## config.mk

```make
export PLATFORM = sky130hd
export DESIGN_NAME = sgrp_irq_dist
export DESIGN_NICKNAME = d
export VERILOG_FILES = /design/src/rtl/sgrp_pkg.sv /design/src/rtl/sgrp_cfg.sv /design/src/rtl/sgrp_arb.sv /design/src/rtl/sgrp_cpu.sv /design/src/rtl/sgrp_irq_dist.sv
export SDC_FILE = /design/constraint.sdc
export NUM_CORES = 1
export LEC_CHECK = 0
export BUFFER_PORTS_ARGS = -buffer_cell sky130_fd_sc_hd__buf_2
export CAP_MARGIN = 20
export CORE_ASPECT_RATIO = 0.9
export CORE_MARGIN = 8
export CORE_UTILIZATION = 30
export CTS_BUF_LIST = sky130_fd_sc_hd__clkbuf_4 sky130_fd_sc_hd__clkbuf_8 sky130_fd_sc_hd__clkbuf_16
export DETAILED_ROUTE_END_ITERATION = 7
export SKIP_CTS_REPAIR_TIMING = 1
export SLEW_MARGIN = 25
export SYNTH_ARGS = -nofsm -noshare
export SYNTH_HDL_FRONTEND = slang
export SYNTH_HIERARCHICAL = 1
export SYNTH_SLANG_ARGS = --single-unit
```

## constraint.sdc

```tcl
create_clock -name clk -period 15.4 [get_ports clk]
set_clock_uncertainty 0.2 [all_clocks]
set_input_delay 3.08 -clock clk [delete_from_list [all_inputs] [get_ports clk]]
set_output_delay 3.08 -clock clk [all_outputs]
set_load 0.02 [all_outputs]
```

## src/rtl/sgrp_pkg.sv

```systemverilog
package sgrp_pkg;
  localparam int ID_W = 10;
  localparam logic [ID_W-1:0] SPURIOUS_ID = 10'd1023;

  typedef enum logic [1:0] {
    FLD_ENABLE = 2'd0,
    FLD_PRIO   = 2'd1,
    FLD_GROUP  = 2'd2,
    FLD_ROUTE  = 2'd3
  } fld_e;
endpackage

```

## src/rtl/sgrp_cfg.sv

```systemverilog
module sgrp_cfg
  import sgrp_pkg::*;
#(
  parameter int N  = 8,
  parameter int PW = 4
) (
  input  logic            clk,
  input  logic            rst_n,
  input  logic            wr_i,
  input  logic            rd_i,
  input  logic            sec_i,
  input  fld_e            fld_i,
  input  logic [ID_W-1:0] id_i,
  input  logic [PW-1:0]   wdata_i,
  output logic [N-1:0]    en_o,
  output logic [N-1:0]    grp_o,
  output logic [N*PW-1:0] prio_o,
  output logic            route_fiq_o,
  output logic            rvalid_o,
  output logic [PW-1:0]   rdata_o
);
  localparam int IW = (N > 1) ? $clog2(N) : 1;

  logic [N-1:0]    en_q, grp_q;
  logic [N*PW-1:0] pr_q;
  logic            route_q;
  logic            in_range, may_touch;
  logic [IW-1:0]   idx;
  logic [PW-1:0]   rd_d, rdata_q;
  logic            rvalid_q;

  assign in_range  = (id_i < ID_W'(N));
  assign idx       = id_i[IW-1:0];
  assign may_touch = in_range && (sec_i || grp_q[idx]);

  always_ff @(posedge clk) begin
    if (!rst_n) begin
      en_q    <= '0;
      grp_q   <= '0;
      pr_q    <= '0;
      route_q <= 1'b1;
    end else if (wr_i) begin
      unique case (fld_i)
        FLD_ENABLE: if (may_touch) en_q[idx] <= wdata_i[0];
        FLD_PRIO:   if (may_touch) pr_q[idx*PW +: PW] <= wdata_i;
        FLD_GROUP:  if (in_range && sec_i) grp_q[idx] <= wdata_i[0];
        FLD_ROUTE:  if (sec_i) route_q <= wdata_i[0];
        default: ;
      endcase
    end
  end

  always_comb begin
    rd_d = '0;
    unique case (fld_i)
      FLD_ENABLE: if (may_touch) rd_d = PW'(en_q[idx]);
      FLD_PRIO:   if (may_touch) rd_d = pr_q[idx*PW +: PW];
      FLD_GROUP:  if (in_range && sec_i) rd_d = PW'(grp_q[idx]);
      FLD_ROUTE:  if (sec_i) rd_d = PW'(route_q);
      default: ;
    endcase
  end

  always_ff @(posedge clk) begin
    if (!rst_n) begin
      rvalid_q <= 1'b0;
      rdata_q  <= '0;
    end else begin
      rvalid_q <= rd_i;
      if (rd_i) rdata_q <= rd_d;
    end
  end

  assign en_o        = en_q;
  assign grp_o       = grp_q;
  assign prio_o      = pr_q;
  assign route_fiq_o = route_q;
  assign rvalid_o    = rvalid_q;
  assign rdata_o     = rdata_q;

  p_ns_secure_fields_locked_r4: assert property (@(posedge clk) disable iff (!rst_n)
    (wr_i && !sec_i) |=> ($stable(grp_q) && $stable(route_q)));

  p_ns_grp0_locked_r5: assert property (@(posedge clk) disable iff (!rst_n)
    (wr_i && !sec_i && in_range && !grp_q[idx]) |=> ($stable(en_q) && $stable(pr_q)));

  p_read_latency_r6: assert property (@(posedge clk) disable iff (!rst_n)
    rd_i |=> rvalid_o);
endmodule

```

## src/rtl/sgrp_arb.sv

```systemverilog
module sgrp_arb #(
  parameter int N  = 8,
  parameter int PW = 4
) (
  input  logic [N-1:0]    cand_i,
  input  logic [N*PW-1:0] prio_i,
  output logic            win_valid_o,
  output logic [((N > 1) ? $clog2(N) : 1)-1:0] win_idx_o
);
  localparam int IW = (N > 1) ? $clog2(N) : 1;

  logic [PW-1:0] best;

  always_comb begin
    win_valid_o = 1'b0;
    win_idx_o   = '0;
    best        = '0;
    for (int i = 0; i < N; i++) begin
      if (cand_i[i] && (!win_valid_o || prio_i[i*PW +: PW] < best)) begin
        win_valid_o = 1'b1;
        win_idx_o   = IW'(i);
        best        = prio_i[i*PW +: PW];
      end
    end
  end

  always_comb begin
    if (win_valid_o) a_winner_is_candidate_r2: assert (cand_i[win_idx_o]);
  end
endmodule

```

## src/rtl/sgrp_cpu.sv

```systemverilog
module sgrp_cpu
  import sgrp_pkg::*;
#(
  parameter int N = 8
) (
  input  logic            clk,
  input  logic            rst_n,
  input  logic            win_valid_i,
  input  logic [((N > 1) ? $clog2(N) : 1)-1:0] win_idx_i,
  input  logic            win_grp_i,
  input  logic            route_fiq_i,
  input  logic            ack_i,
  input  logic            ack_sec_i,
  input  logic            eoi_i,
  input  logic [ID_W-1:0] eoi_id_i,
  output logic            irq_o,
  output logic            fiq_o,
  output logic            ack_valid_o,
  output logic [ID_W-1:0] ack_id_o
);
  localparam int IW = (N > 1) ? $clog2(N) : 1;

  logic          active_q;
  logic [IW-1:0] active_id_q;
  logic          show, ack_take, eoi_hit;
  logic          irq_q, fiq_q, ackv_q;
  logic [ID_W-1:0] ackid_q;

  assign show     = win_valid_i && !active_q;
  assign ack_take = ack_i && show && (ack_sec_i || win_grp_i);
  assign eoi_hit  = eoi_i && active_q && (eoi_id_i == ID_W'(active_id_q));

  always_ff @(posedge clk) begin
    if (!rst_n) begin
      active_q    <= 1'b0;
      active_id_q <= '0;
      irq_q       <= 1'b0;
      fiq_q       <= 1'b0;
      ackv_q      <= 1'b0;
      ackid_q     <= SPURIOUS_ID;
    end else begin
      if (ack_take) begin
        active_q    <= 1'b1;
        active_id_q <= win_idx_i;
      end else if (eoi_hit) begin
        active_q <= 1'b0;
      end
      irq_q  <= show && !ack_take && (win_grp_i || !route_fiq_i);
      fiq_q  <= show && !ack_take && !win_grp_i && route_fiq_i;
      ackv_q <= ack_i;
      if (ack_i) ackid_q <= ack_take ? ID_W'(win_idx_i) : SPURIOUS_ID;
    end
  end

  assign irq_o       = irq_q;
  assign fiq_o       = fiq_q;
  assign ack_valid_o = ackv_q;
  assign ack_id_o    = ackid_q;

  p_lines_exclusive_r3: assert property (@(posedge clk) disable iff (!rst_n)
    !(irq_o && fiq_o));

  p_fiq_only_secure_r3: assert property (@(posedge clk) disable iff (!rst_n)
    (win_valid_i && win_grp_i) |=> !fiq_o);

  p_ack_when_active_spurious_r8: assert property (@(posedge clk) disable iff (!rst_n)
    (ack_i && active_q) |=> (ack_id_o == SPURIOUS_ID));

  p_ack_silences_lines_r7: assert property (@(posedge clk) disable iff (!rst_n)
    ack_take |=> (!irq_o && !fiq_o));

  p_eoi_clears_r9: assert property (@(posedge clk) disable iff (!rst_n)
    eoi_hit |=> !active_q);
endmodule

```

## src/rtl/sgrp_irq_dist.sv

```systemverilog
module sgrp_irq_dist
  import sgrp_pkg::*;
#(
  parameter int N_SRC  = 8,
  parameter int PRIO_W = 4
) (
  input  logic              clk,
  input  logic              rst_n,
  input  logic [N_SRC-1:0]  src_level_i,
  input  logic              reg_wr_i,
  input  logic              reg_rd_i,
  input  logic              reg_sec_i,
  input  logic [1:0]        reg_fld_i,
  input  logic [9:0]        reg_id_i,
  input  logic [PRIO_W-1:0] reg_wdata_i,
  output logic              rd_valid_o,
  output logic [PRIO_W-1:0] rd_data_o,
  input  logic              ack_i,
  input  logic              ack_sec_i,
  output logic              ack_valid_o,
  output logic [9:0]        ack_id_o,
  input  logic              eoi_i,
  input  logic [9:0]        eoi_id_i,
  output logic              irq_o,
  output logic              fiq_o
);
  localparam int IW = (N_SRC > 1) ? $clog2(N_SRC) : 1;

  logic [N_SRC-1:0]        en, grp;
  logic [N_SRC*PRIO_W-1:0] prio;
  logic                    route_fiq, win_valid;
  logic [IW-1:0]           win_idx;

  sgrp_cfg #(.N(N_SRC), .PW(PRIO_W)) u_cfg (
    .clk(clk), .rst_n(rst_n), .wr_i(reg_wr_i), .rd_i(reg_rd_i),
    .sec_i(reg_sec_i), .fld_i(fld_e'(reg_fld_i)), .id_i(reg_id_i),
    .wdata_i(reg_wdata_i), .en_o(en), .grp_o(grp), .prio_o(prio),
    .route_fiq_o(route_fiq), .rvalid_o(rd_valid_o), .rdata_o(rd_data_o)
  );

  sgrp_arb #(.N(N_SRC), .PW(PRIO_W)) u_arb (
    .cand_i(src_level_i & en), .prio_i(prio),
    .win_valid_o(win_valid), .win_idx_o(win_idx)
  );

  sgrp_cpu #(.N(N_SRC)) u_cpu (
    .clk(clk), .rst_n(rst_n), .win_valid_i(win_valid), .win_idx_i(win_idx),
    .win_grp_i(grp[win_idx]), .route_fiq_i(route_fiq), .ack_i(ack_i),
    .ack_sec_i(ack_sec_i), .eoi_i(eoi_i), .eoi_id_i(eoi_id_i),
    .irq_o(irq_o), .fiq_o(fiq_o), .ack_valid_o(ack_valid_o), .ack_id_o(ack_id_o)
  );
endmodule

```

== After elaboration in Yosys (flattened, before gate mapping) ==
Cells that the tools add are included.

* Memories: 0
* ROM bits: 0
* Bits in writable memories: 0
* Register bits: 71
* Input port bits: 42
* Latch bits: 0
* Logic and storage cells: 119

* Bitwise operators: 1
* Div/mod/pow operators: 0
* Equality and inequality tests: 4
* Add/sub/neg operators: 1
* Shift operators: 3
* Order comparisons: 11
* Mux-type cells: 41
* Multipliers: 0
* Reduce and logical (&&, ||, !) cells: 46

{| class="wikitable"
|+ Operators by type and width
! cell !! count
|-
| negation 5 -> 34 bit || 1
|-
| variable shift 4 x 34 -> 32 bit, first input constant || 1
|-
| indexed part select 4 x 34 -> 32 bit || 1
|-
| bitwise mux 32 bit || 1
|-
| 2-to-1 mux 4 bit || 8
|-
| indexed part select 32 x 6 -> 4 bit || 1
|-
| < comparator 4 bit || 7
|-
| logical AND 1 bit || 19
|-
| 2-to-1 mux 1 bit || 18
|-
| bitwise mux 8 bit || 2
|-
| one-hot mux 4 bit (4 select lines) || 1
|-
| 2-to-1 mux 3 bit || 4
|-
| AND reduction 3 bit || 4
|-
| zero test 1 bit || 11
|-
| == test 10 x 3 -> 1 bit || 1
|-
| logical OR 1 bit || 10
|-
| < comparator 10 x 4 -> 1 bit, second input constant || 1
|-
| 2-to-1 mux 10 bit || 1
|-
| binary-select mux 1 bit (select 3 bit) || 3
|-
| AND 8 bit || 1
|-
| < comparator 3 x 4 -> 1 bit, second input constant || 2
|-
| == test 2 bit, second input constant || 2
|-
| 2-to-1 mux 2 bit || 2
|-
| demux 1 bit (select 3 bit) || 1
|-
| 4 further kinds || 4
|}

== Depth between registers and ports, before layout ==
* Depth in word-level cells: 38
* Depth in mapped cells: 61

== By module ==
Netlist, hierarchy kept.

{| class="wikitable"
|+ Modules (own cells, without submodules)
! module !! cells each !! area each (um2) !! instances
|-
| sgrp_cfg || 327 || 2997.9 || 1
|-
| sgrp_arb || 193 || 1376.3 || 1
|-
| sgrp_cpu || 55 || 526.8 || 1
|-
| sgrp_irq_dist || 11 || 113.9 || 1
|}

== Least setup slack after synthesis ==
Ideal clock, no wire load.

* Path kind: input to register
* Start: input port src_level_i[0]
* End: register u_cpu.active_q
* Path slack: 0.988 ns
* Stages: 59
* Required time: 15.081 ns
* Path buffers: 2
* Data arrival time: 14.093 ns
* Cell sequence: and2_1 -> buf_2 -> and2_1 -> inv_1 -> ha_1 -> a21oi_2 -> nand2_1 -> a31o_2 -> a211oi_1 -> ha_1 -> a2111oi_0 -> nand3_1 -> nor2_1 -> a311oi_1 -> or2_2 -> nand2_1 -> ha_1 -> a21oi_1 -> [... 23 more ...] -> o22ai_1 -> a21oi_1 -> inv_1 -> a21oi_1 -> o22ai_1 -> ha_1 -> nor2_1 -> nand2_1 -> a21oi_1 -> o21ai_0 -> nand2_1 -> nand2_1 -> o2bb2ai_1 -> mux4_1 -> mux2_2 -> o21ai_4 -> o211ai_1 -> o221a_1

* Longest elaborated chain between the ends: 35
* Elaborated cells on any way between the ends: 59

{| class="wikitable"
|+ RTL lines
! element !! RTL line !! text
|-
| start: declaration || sgrp_irq_dist.sv:9 || <nowiki>input logic [N_SRC-1:0] src_level_i,</nowiki>
|-
| AND 8 bit (*) || sgrp_irq_dist.sv:42 || <nowiki>.cand_i(src_level_i & en), .prio_i(prio),</nowiki>
|-
| 2-to-1 mux 4 bit / 2-to-1 mux 1 bit (equally long branches) || sgrp_arb.sv:19 || <nowiki>if (cand_i[i] && (!win_valid_o || prio_i[i*PW +: PW] < best)) begin</nowiki>
|-
| < comparator 4 bit / zero test 1 bit (equally long branches) || sgrp_arb.sv:19 ||
|-
| logical OR 1 bit || sgrp_arb.sv:19 ||
|-
| logical AND 1 bit || sgrp_arb.sv:19 ||
|-
| 2-to-1 mux 4 bit / 2-to-1 mux 1 bit (equally long branches) || sgrp_arb.sv:19 ||
|-
| < comparator 4 bit / zero test 1 bit (equally long branches) || sgrp_arb.sv:19 ||
|-
| logical OR 1 bit || sgrp_arb.sv:19 ||
|-
| [... 20 more ...] || -- ||
|-
| logical AND 1 bit || sgrp_arb.sv:19 ||
|-
| 2-to-1 mux 3 bit (*) || sgrp_arb.sv:19 ||
|-
| named net win_idx[0] || sgrp_irq_dist.sv:32 || <nowiki>logic [IW-1:0] win_idx;</nowiki>
|-
| binary-select mux 1 bit (select 3 bit) (*) || sgrp_irq_dist.sv:48 || <nowiki>.win_grp_i(grp[win_idx]), .route_fiq_i(route_fiq), .ack_i(ack_i),</nowiki>
|-
| 2-to-1 mux 1 bit (not written as such) (*) || sgrp_irq_dist.sv:48 ||
|-
| logical OR 1 bit (*) || sgrp_cpu.sv:30 || <nowiki>assign ack_take = ack_i && show && (ack_sec_i || win_grp_i);</nowiki>
|-
| logical AND 1 bit (*) || sgrp_cpu.sv:30 ||
|-
| 2-to-1 mux 1 bit / nonzero test 2 bit (equally long branches) || -- ||
|-
| end signal: assignment || sgrp_cpu.sv:35 || <nowiki>active_q <= 1'b0;</nowiki>
|-
| end signal: assignment || sgrp_cpu.sv:43 || <nowiki>active_q <= 1'b1;</nowiki>
|-
| end signal: assignment || sgrp_cpu.sv:46 || <nowiki>active_q <= 1'b0;</nowiki>
|-
| end: declaration || sgrp_cpu.sv:23 || <nowiki>logic active_q;</nowiki>
|}

Mark *: on every way through the listed nets, which the timed path passes. The rest lies on a longest branch. The select of a mux whose other input is x is not followed.
A chain may end at the register's enable or synchronous reset.

== Final worst setup path ==
* Start: input port src_level_i[0]
* End: register u_cpu.active_id_q[2]

* Longest elaborated chain between the ends: 34
* Elaborated cells on any way between the ends: 57

{| class="wikitable"
|+ RTL lines
! element !! RTL line !! text
|-
| AND 8 bit (*) || sgrp_irq_dist.sv:42 ||
|-
| 2-to-1 mux 4 bit / 2-to-1 mux 1 bit (equally long branches) || sgrp_arb.sv:19 ||
|-
| < comparator 4 bit / zero test 1 bit (equally long branches) || sgrp_arb.sv:19 ||
|-
| logical OR 1 bit || sgrp_arb.sv:19 ||
|-
| logical AND 1 bit || sgrp_arb.sv:19 ||
|-
| 2-to-1 mux 4 bit / 2-to-1 mux 1 bit (equally long branches) || sgrp_arb.sv:19 ||
|-
| < comparator 4 bit / zero test 1 bit (equally long branches) || sgrp_arb.sv:19 ||
|-
| logical OR 1 bit || sgrp_arb.sv:19 ||
|-
| [... 19 more ...] || -- ||
|-
| logical OR 1 bit || sgrp_arb.sv:19 ||
|-
| logical AND 1 bit || sgrp_arb.sv:19 ||
|-
| 2-to-1 mux 3 bit (*) || sgrp_arb.sv:19 ||
|-
| named net win_idx[0] || sgrp_irq_dist.sv:32 ||
|-
| binary-select mux 1 bit (select 3 bit) (*) || sgrp_irq_dist.sv:48 ||
|-
| 2-to-1 mux 1 bit (not written as such) (*) || sgrp_irq_dist.sv:48 ||
|-
| logical OR 1 bit (*) || sgrp_cpu.sv:30 ||
|-
| logical AND 1 bit (*) || sgrp_cpu.sv:30 ||
|-
| end signal: assignment || sgrp_cpu.sv:44 || <nowiki>active_id_q <= win_idx_i;</nowiki>
|-
| end: declaration || sgrp_cpu.sv:24 || <nowiki>logic [IW-1:0] active_id_q;</nowiki>
|}

Marked as above.

==> impl_metrics.json <==
{
  "crit_path_start_kind": "input pin",
  "fmax_mhz": 68.3,
  "core_um2": 16600,
  "numPortBuffers": 59,
  "ys_warn_count": 6,
  "insertedDiodeCount": 0,
  "final_cell_mix": "82 x nand2_1, 65 x dfxtp_1, 59 x buf_2",
  "fin_area_um2": 5930,
  "worst_slew_pin_slew_ps": 792,
  "setup_viol": 0,
  "die_h_um": 139,
  "status": "finished clean",
  "hp-class": "reg -> reg",
  "drtPass1Iterations": 5,
  "drv_cap": 0,
  "async_flop_share": 0,
  "power_density_nw_per_um2": 71.5,
  "cts_root_buffer": "clkbuf_16",
  "p_leak_nw": 2.15,
  "netlist_instances": 586,
  "fin_cells": 850,
  "synth-seq-cells": 65,
  "drive_gt1_frac": 0.239,
  "crit_fanout": 10,
  "clkSlewWorstSetupHoldPaths_ps": 60,
  "place_congestion": 0.910,
  "layout.cells.most_common": "nand2_1",
  "fin_nets": 702,
  "fin_total_pwr_uw": 424,
  "hold_slack_ps": 279,
  "grt_pass1_wl_um": 24200,
  "cp.required_ps": 15460,
  "ys_seq_area_frac": 0.259,
  "fin_crit_ps": 14630,
  "first_global_vias": 4429,
  "dpl_cell_area_um2": 5410,
  "ir_drop_mv": 0.0454,
  "end_kind": "flip-flop",
  "critical_path_arrival_ps": 14690,
  "routed_wl_um": 15400,
  "setup_ws_ps": 767,
  "areaGrowthSynthToFinish_pct": 18.3,
  "cts_tree": "built",
  "crit_slowest_cell": "mux4_1",
  "slew_headroom": 0.472,
  "final_antenna_net_count": 0,
  "syn-num-nets": 654,
  "dieArea_um2": 21100,
  "grt_max_degree": 81,
  "final_util": 0.357,
  "ctsLongestPathBuffers": 2,
  "synth.distinct_cells": 82,
  "synthesis.area_um2": 5010,
  "hold_viol": 0,
  "crit_top_cell": "nand2_1",
  "numClockSinks": 65,
  "multi_input_area_um2": 3590,
  "synth-edff-count": 0,
  "pre_cts_ws_ps": -97.1,
  "die_w_um": 152,
  "avgRoutedWirePerCell_um": 18.1,
  "finalSetupTns_ps": 0,
  "fill_cells": 1727,
  "grt_antenna_before_repair": 0,
  "grt_remaining_overflow": 0,
  "drv_slew": 0,
  "pin_count": 60,
  "dp_hpwl_um": 11600,
  "drtIter0Drc": 375,
  "clk-insertion-delay-late_ps": 330,
  "htree_levels": 3,
  "dpl.cell_count": 827,
  "max_stage_delay_ps": 570,
  "avgSynthCellArea_um2": 8.56,
  "rows": 45,
  "drc_errors": 0,
  "ff_latch_area_um2": 1300,
  "period_share": 0.950,
  "num_vias": 4768,
  "start_util": 0.302,
  "grt.total_usage": 0.141,
  "critPathKind": "in -> reg",
  "drt-vias-per-instance": 5.61,
  "synth-main-ff-cell": "dfxtp_1",
  "numCtsBuffers": 9
}
## sequential cells by signal (all words and copies together) (netlist names)
signal,cells
u_cpu/ack_valid_o,1
u_cfg/en_o,8
u_cfg/route_fiq_o,1
u_cfg/rdata_o,4
u_cpu/active_id_q,3
u_cpu/ack_id_o,4
u_cpu/active_q,1
u_cpu/irq_o,1
u_cfg/prio_o,32
u_cfg/grp_o,8
u_cfg/rvalid_o,1
u_cpu/fiq_o,1
## worst paths after layout
path	start	endpoint	slack [ps]	cells past startpoint
setup / recovery	src_level_i[0]	u_cpu/active_id_q[2]$_SDFFE_PN0P_	770	62
hold / removal	u_cfg/prio_o[28]$_SDFFE_PN0P_	u_cfg/prio_o[28]$_SDFFE_PN0P_	280	2
hold reg to reg	u_cfg/prio_o[28]$_SDFFE_PN0P_	u_cfg/prio_o[28]$_SDFFE_PN0P_	280	2
setup reg to reg	u_cfg/en_o[0]$_SDFFE_PN0P_	u_cpu/active_id_q[2]$_SDFFE_PN0P_	3150	61
## critical path, delay by kind of cell
kind            cells  cell delay [ps]
compound gates     26             4580
simple gates       21             3240
fa+ha+maj           7             2090
mux                 2              900
buf+inv             6              790
## power by group
part,internal [mW],switching (mW),total [mW]
Clock,0.142,0.0781,0.220
Combinational,0.0117,0.0240,0.0357
Sequential,0.169,0.000183,0.169
Total,0.322,0.102,0.424
## cells by family after synthesis
logic type,count (synthesis),synth area share
simple gates,239,0.266
buf+inv,52,0.0546
mux,56,0.127
compound gates,145,0.222
fa+ha+maj,26,0.0649
flops,65,0.259
xor+xnor,3,0.00524
## per-layer routing
layer | wire, um | GRT usage | vias to the layer above
met5 | 0 | 0 | -
met4 | 279 | 0.0415 | 0
met3 | 1210 | 0.0336 | 20
met2 | 6700 | 0.214 | 190
met1 | 7170 | 0.194 | 2250
li1 | - | - | 2308
## synth_stat cells (4+ instances only)
library cell,count,share of area
nand2_1,82,0.061
dfxtp_1,65,0.26
mux2i_1,45,0.090
nor2_1,31,0.023
ha_1,26,0.065
nand3_1,25,0.025
a21oi_1,21,0.021
clkbuf_1,18,0.013
and2_1,16,0.020
inv_1,14,0.010
nand4_1,12,0.015
o21ai_0,12,0.012
nor2b_1,11,0.014
a211oi_1,10,0.015
nor3b_1,10,0.015
a31oi_1,9,0.011
buf_4,8,0.012
o21a_1,8,0.012
o22ai_1,8,0.010
a21o_1,7,0.010
a221o_1,7,0.014
nor3_4,7,0.023
buf_6,6,0.013
mux2_2,6,0.013
nor3_1,6,0.0060
or3_1,6,0.0075
o211ai_1,5,0.0075
or2_2,5,0.0062
a21boi_0,4,0.0060
nand4b_1,4,0.0070
o2111ai_1,4,0.0070
o221ai_1,4,0.0070
o311ai_0,4,0.0070
o31ai_1,4,0.0060
## final cells by class
class                      instances  area share
timing repair buffer              73      0.0675
clock inverter                     7      0.0160
sequential                        65       0.219
multi-input combinational        469       0.605
inverter                          16      0.0101
clock buffer                       9      0.0380
tap                              211      0.0445
No activity file was read; power rests on OpenSTA's default activity.
